`config.mk`:
```
export PLATFORM = sky130hd
export DESIGN_NAME = ledsink_ctrl
export DESIGN_NICKNAME = d
export VERILOG_FILES = /design/src/rtl/ledsink_pkg.sv /design/src/rtl/level_sync.sv /design/src/rtl/edge_sync.sv /design/src/rtl/shift_latch.sv /design/src/rtl/fault_capture.sv /design/src/rtl/ledsink_ctrl.sv
export SDC_FILE = /design/constraint.sdc
export NUM_CORES = 1
export LEC_CHECK = 0
export BUFFER_PORTS_ARGS = -buffer_cell sky130_fd_sc_hd__buf_2
export CAP_MARGIN = 15
export CORE_MARGIN = 1.5
export CORE_UTILIZATION = 30
export DETAILED_ROUTE_END_ITERATION = 7
export GPL_TIMING_DRIVEN = 0
export PLACE_DENSITY = 0.49
export RECOVER_POWER = 50
export SYNTH_ARGS = -nofsm -noshare
export SYNTH_HDL_FRONTEND = slang
export SYNTH_HIERARCHICAL = 1
export SYNTH_SLANG_ARGS = --single-unit
```
`constraint.sdc`:
```
create_clock -name clk -period 1.8 [get_ports clk]
set_input_delay 0.27 -clock clk [delete_from_list [all_inputs] [get_ports clk]]
set_output_delay 0.27 -clock clk [all_outputs]
set_load 0.02 [all_outputs]
```
`src/rtl/ledsink_pkg.sv`:
```
package ledsink_pkg;
   typedef enum logic [1:0] {
      SR_HOLD   = 2'd0,
      SR_SHIFT  = 2'd1,
      SR_RELOAD = 2'd2
   } sr_op_e;
endpackage

```
`src/rtl/level_sync.sv`:
```
module level_sync #(
   parameter int W      = 1,
   parameter int STAGES = 2
) (
   input  logic         clk,
   input  logic         arst_n,
   input  logic [W-1:0] d,
   output logic [W-1:0] q
);
   logic [W-1:0] chain [STAGES];

   for (genvar i = 0; i < STAGES; i++) begin : g_stage
      if (i == 0) begin : g_first
         always_ff @(posedge clk or negedge arst_n) begin
            if (!arst_n) chain[i] <= '0;
            else         chain[i] <= d;
         end
      end else begin : g_next
         always_ff @(posedge clk or negedge arst_n) begin
            if (!arst_n) chain[i] <= '0;
            else         chain[i] <= chain[i-1];
         end
      end
   end

   assign q = chain[STAGES-1];
endmodule

```
`src/rtl/edge_sync.sv`:
```
module edge_sync #(
   parameter int W      = 1,
   parameter int STAGES = 2
) (
   input  logic         clk,
   input  logic         arst_n,
   input  logic [W-1:0] d,
   output logic [W-1:0] rise
);
   logic [W-1:0] lvl;
   logic [W-1:0] prev;

   level_sync #(.W(W), .STAGES(STAGES)) u_sync (
      .clk(clk), .arst_n(arst_n), .d(d), .q(lvl)
   );

   always_ff @(posedge clk or negedge arst_n) begin
      if (!arst_n) prev <= '0;
      else         prev <= lvl;
   end

   assign rise = lvl & ~prev;
endmodule

```
`src/rtl/shift_latch.sv`:
```
module shift_latch
   import ledsink_pkg::*;
#(
   parameter int NCH = 16
) (
   input  logic           clk,
   input  logic           arst_n,
   input  sr_op_e         op,
   input  logic           ser_bit,
   input  logic [NCH-1:0] status_word,
   output logic [NCH-1:0] shreg,
   output logic [NCH-1:0] en_q
);
   always_ff @(posedge clk or negedge arst_n) begin
      if (!arst_n) begin
         shreg <= '0;
         en_q  <= '0;
      end else begin
         unique case (op)
            SR_SHIFT:  shreg <= {shreg[NCH-2:0], ser_bit};
            SR_RELOAD: begin
               en_q  <= shreg;
               shreg <= status_word;
            end
            default: ;
         endcase
      end
   end
endmodule

```
`src/rtl/fault_capture.sv`:
```
module fault_capture #(
   parameter int NCH         = 16,
   parameter int QUAL_CYCLES = 8
) (
   input  logic           clk,
   input  logic           arst_n,
   input  logic [NCH-1:0] drive,
   input  logic [NCH-1:0] open_s,
   input  logic           therm_s,
   input  logic           blank_s,
   output logic [NCH-1:0] live,
   output logic [NCH-1:0] stat_q
);
   localparam int CW = $clog2(QUAL_CYCLES + 1);
   localparam logic [CW-1:0] QMAX = CW'(QUAL_CYCLES);

   logic [NCH-1:0] qual;
   logic [NCH-1:0] raw;

   for (genvar n = 0; n < NCH; n++) begin : g_ch
      logic [CW-1:0] cnt;
      always_ff @(posedge clk or negedge arst_n) begin
         if (!arst_n)          cnt <= '0;
         else if (!drive[n])   cnt <= '0;
         else if (cnt != QMAX) cnt <= cnt + 1'b1;
      end
      assign qual[n] = (cnt == QMAX);
      assign raw[n]  = drive[n] & qual[n] & open_s[n];
   end

   assign live = therm_s ? '1 : raw;

   always_ff @(posedge clk or negedge arst_n) begin
      if (!arst_n)      stat_q <= '0;
      else if (!blank_s) stat_q <= live;
   end
endmodule

```
`src/rtl/ledsink_ctrl.sv`:
```
module ledsink_ctrl
   import ledsink_pkg::*;
#(
   parameter int NCH         = 16,
   parameter int SYNC_STAGES = 2,
   parameter int QUAL_CYCLES = 8,
   parameter bit HAS_RESET   = 1'b1
) (
   input  logic           clk,
   input  logic           rst_n,
   input  logic           ser_in,
   input  logic           ser_clk,
   input  logic           lat_stb,
   input  logic           blank,
   input  logic           therm_warn,
   input  logic [NCH-1:0] open_det,
   output logic           ser_out,
   output logic [NCH-1:0] chan_on
);
   if (NCH < 2 || SYNC_STAGES < 2 || QUAL_CYCLES < 1) begin : g_bad_cfg
      $error("ledsink_ctrl: NCH>=2, SYNC_STAGES>=2, QUAL_CYCLES>=1 required");
   end

   logic arst_n;
   if (HAS_RESET) begin : g_rst
      assign arst_n = rst_n;
   end else begin : g_norst
      assign arst_n = 1'b1;
   end

   logic [1:0]     edge_rise;
   logic [2:0]     lvl_s;
   logic [NCH-1:0] open_s;
   logic           sclk_rise, lat_rise, ser_d, blank_s, therm_s;
   sr_op_e         op;
   logic [NCH-1:0] shreg, en_q, stat_q, live, drive;

   edge_sync #(.W(2), .STAGES(SYNC_STAGES)) u_edges (
      .clk(clk), .arst_n(arst_n), .d({lat_stb, ser_clk}), .rise(edge_rise)
   );
   level_sync #(.W(3), .STAGES(SYNC_STAGES)) u_levels (
      .clk(clk), .arst_n(arst_n), .d({therm_warn, blank, ser_in}), .q(lvl_s)
   );
   level_sync #(.W(NCH), .STAGES(SYNC_STAGES)) u_open (
      .clk(clk), .arst_n(arst_n), .d(open_det), .q(open_s)
   );

   assign sclk_rise = edge_rise[0];
   assign lat_rise  = edge_rise[1];
   assign ser_d     = lvl_s[0];
   assign blank_s   = lvl_s[1];
   assign therm_s   = lvl_s[2];

   always_comb begin
      if (lat_rise)       op = SR_RELOAD;
      else if (sclk_rise) op = SR_SHIFT;
      else                op = SR_HOLD;
   end

   shift_latch #(.NCH(NCH)) u_sr (
      .clk(clk), .arst_n(arst_n), .op(op), .ser_bit(ser_d),
      .status_word(stat_q), .shreg(shreg), .en_q(en_q)
   );

   assign drive = en_q & {NCH{~blank_s}};

   fault_capture #(.NCH(NCH), .QUAL_CYCLES(QUAL_CYCLES)) u_fault (
      .clk(clk), .arst_n(arst_n), .drive(drive), .open_s(open_s),
      .therm_s(therm_s), .blank_s(blank_s), .live(live), .stat_q(stat_q)
   );

   assign ser_out = shreg[NCH-1];
   assign chan_on = en_q & {NCH{~(blank | blank_s)}};
endmodule

```
==> results.sh <==
export IMPL_status="complete, no violations"
export IMPL_vias_per_cell=4.397
export IMPL_drt_iter0_markers=148
export IMPL_die_area_sq_um=25710
export IMPL_ant_nets=0
export IMPL_ir_drop_mv=0.5049
export IMPL_rsz0062_at_grt="true"
export IMPL_clk_pin_slew_ns=0.06
export IMPL_required_ns=1.53
export IMPL_fin_cells=1007
export IMPL_slew_violations=0
export IMPL_hold_class="in2async"
export IMPL_drive_above_1_share_pct=26.06
export IMPL_tightest_slew_ns=0.9294
export IMPL_max_slew_margin_pct=38.04
export IMPL_rows=57
export IMPL_r2r_slack_ns=0.05
export IMPL_end_kind="primary output"
export IMPL_die_x_um=160.3
export IMPL_io_pins=40
export IMPL_dp_cells=948
export IMPL_skew_ns=0.007228
export IMPL_fmax_mhz=566.1
export IMPL_wl_met2_um=7396
export IMPL_antenna_found_initial=0
export IMPL_cts_buffers=17
export IMPL_worst_hold_slack_ns=0.3198
export IMPL_core_sq_um=24320
export IMPL_wl_met1_um=6772
export IMPL_worstPathMaxFanout=10
export IMPL_cts_tree="yes"
export IMPL_wirelength_um=14740
export IMPL_cp_common_cell="buf_6"
export IMPL_syn_nets=641
export IMPL_grt_max_degree=116
export IMPL_finalSetupViolCount=0
export IMPL_wl_met3_um=411
export IMPL_topRoutingLayerUsed="met4"
export IMPL_postLayoutCellArea_sq_um=9169
export IMPL_drc_errors=0
export IMPL_yosys_warnings=6
export IMPL_num_antenna_cells=0
export IMPL_cp_top_family="buffers and inverters"
export IMPL_place_area_sq_um=8064
export IMPL_grt_util_all_layers_pct=12.38
export IMPL_synth_cells=584
export IMPL_power_density_nw_per_um2=1069
export IMPL_area_growth_syn_to_layout_pct=23.47
export IMPL_path_buf_inv=3
export IMPL_min_period_ns=1.766
export IMPL_drt_wirelength_per_cell_um=14.64
export IMPL_gp_congestion=0.7275
export IMPL_clockBufferDepth=2
export IMPL_port_buffers=39
export IMPL_arrival_ns=1.50
export IMPL_vias=4428
export IMPL_utilization_pct=37.70
export IMPL_fin_nets=727
export IMPL_period_share_pct=98.13
export IMPL_finalPower_mw=9.803
export IMPL_synth_area_per_cell_sq_um=12.72
export IMPL_start_util_pct=30.53
export IMPL_globalRouteOverflowTotal=0
export IMPL_hpwl_um=10150
export IMPL_dr_pass1_iters=4
export IMPL_clock_root_buffer="clkbuf_16"
export IMPL_grt_pass1_wl_um=25160
export IMPL_grt_pass1_vias=4948
export IMPL_crit_chain="buf_6, buf_8, nor3b_4, buf_6"
export IMPL_clk_latency_ns=0.42
export IMPL_p_leak_nw=4.549
export IMPL_clkSinkCount=156
export IMPL_netlist_area_sq_um=7426
export IMPL_criticalPathCategory="reg2out"
export IMPL_worst_path_largest_cell_delay_ns=0.37
export IMPL_crit_path_top_delay_cell="dfrtp_1"
export IMPL_worstSetupStartpointType="register"
export IMPL_fp_dieH_um=160.3
export IMPL_finalHoldViolCount=0
export IMPL_htreeDepth=4
export IMPL_cap_violations=0
-- per-layer routing --
layer,GRT usage [%],vias up
met2,21.01,45
met3,2.918,11
met1,15.50,2259
li1,-,2113
met4,4.078,0
met5,0,-
-- sequential cells by signal, indices dropped and copies added (netlist names), 3 cells and up --
name	cells
u_fault/stat_q	16
u_levels/q	3
u_sr/shreg	16
u_fault/g_ch.cnt	64
u_open/chain	16
u_levels/chain	3
u_sr/en_q	16
u_open/q	16
-- stage by stage --
| step | setup WS, ns | TNS, ns |
|---|---|---|
| after global placement | -1.945 | -302.21 |
| after CTS | -0.05372 | -0.1055 |
| final | 0.03362 | 0 |
| after global routing | -0.1061 | -3.831 |
| after floorplan | 0.1967 | 0 |
| after detailed placement | -0.1405 | -1.053 |
-- path summary, 6_finish.rpt --
path	from	to	cells past startpoint
min in group clk	u_open/chain[17]$_DFF_PN0_	u_open/q[1]$_DFF_PN0_	0
worst max-delay path	u_levels/q[1]$_DFF_PN0_	chan_on[12]	4
max in group asynchronous	rst_n	u_fault/g_ch[15].cnt[0]$_DFFE_PN0P_	3
worst max register to register	u_levels/q[1]$_DFF_PN0_	u_fault/stat_q[1]$_DFFE_PN0N_	5
worst min register to register	u_open/chain[17]$_DFF_PN0_	u_open/q[1]$_DFF_PN0_	0
worst min-delay path	rst_n	u_open/q[14]$_DFF_PN0_	2
-- worst reg2reg max path, stage by stage (launching register included) --
cell	delay [ns]
dfrtp_1	0.37
buf_6	0.14
buf_2	0.21
nor2b_1	0.47
nand4b_4	0.20
o311ai_1	0.26
-- power by group --
part	internal (mW)	total (mW)	switching, mW
logic	0.812	1.61	0.800
clock network	2.51	3.94	1.43
registers	3.93	4.25	0.324
total	7.25	9.80	2.55
-- cells in the final DEF, fill, tap and decap left out, types with 2 or more instances in the layout --
cell type and count:
and3_1 16, buf_12 3, buf_2 25, buf_4 33
buf_6 12, buf_8 3, bufinv_16 4, clkbuf_1 4
clkbuf_16 18, clkbuf_8 6, clkinvlp_4 3, dfrtp_1 156
dlygate4sd3_1 22, ha_1 33, inv_1 49, mux2_2 6
mux2_4 10, mux2i_1 64, nand2_1 64, nand2b_1 32
nand3_1 16, nand4b_2 4, nand4b_4 12, nor2b_1 14
nor2b_2 3, nor2b_4 2, nor3b_2 5, nor3b_4 10
o21ai_0 5, o21ai_1 11, o311ai_1 2, o311ai_2 14
xor2_1 16
-- what timing repair did --
item                                    in CTS  in global routing
setup buffers                                0                  5
endpoints found under the hold margin       62                  0
hold buffers                                22                  0
gates cloned                                 0                  1
pin swaps                                    4                  1
endpoints found under the setup margin      26                 70
gates resized for setup                     22                 33
-- final cells by class --
cell class | instances | area [sq um]
inverter | 49 | 183.9
clock inverter | 9 | 156.4
clock buffer | 23 | 498.0
sequential | 156 | 3904
multi-input combinational | 342 | 3131
buffer | 36 | 326.6
tap | 324 | 405.4
timing repair buffer | 68 | 564.3
fill | 2327 | 15150
Power figures use the tool's default switching activity.
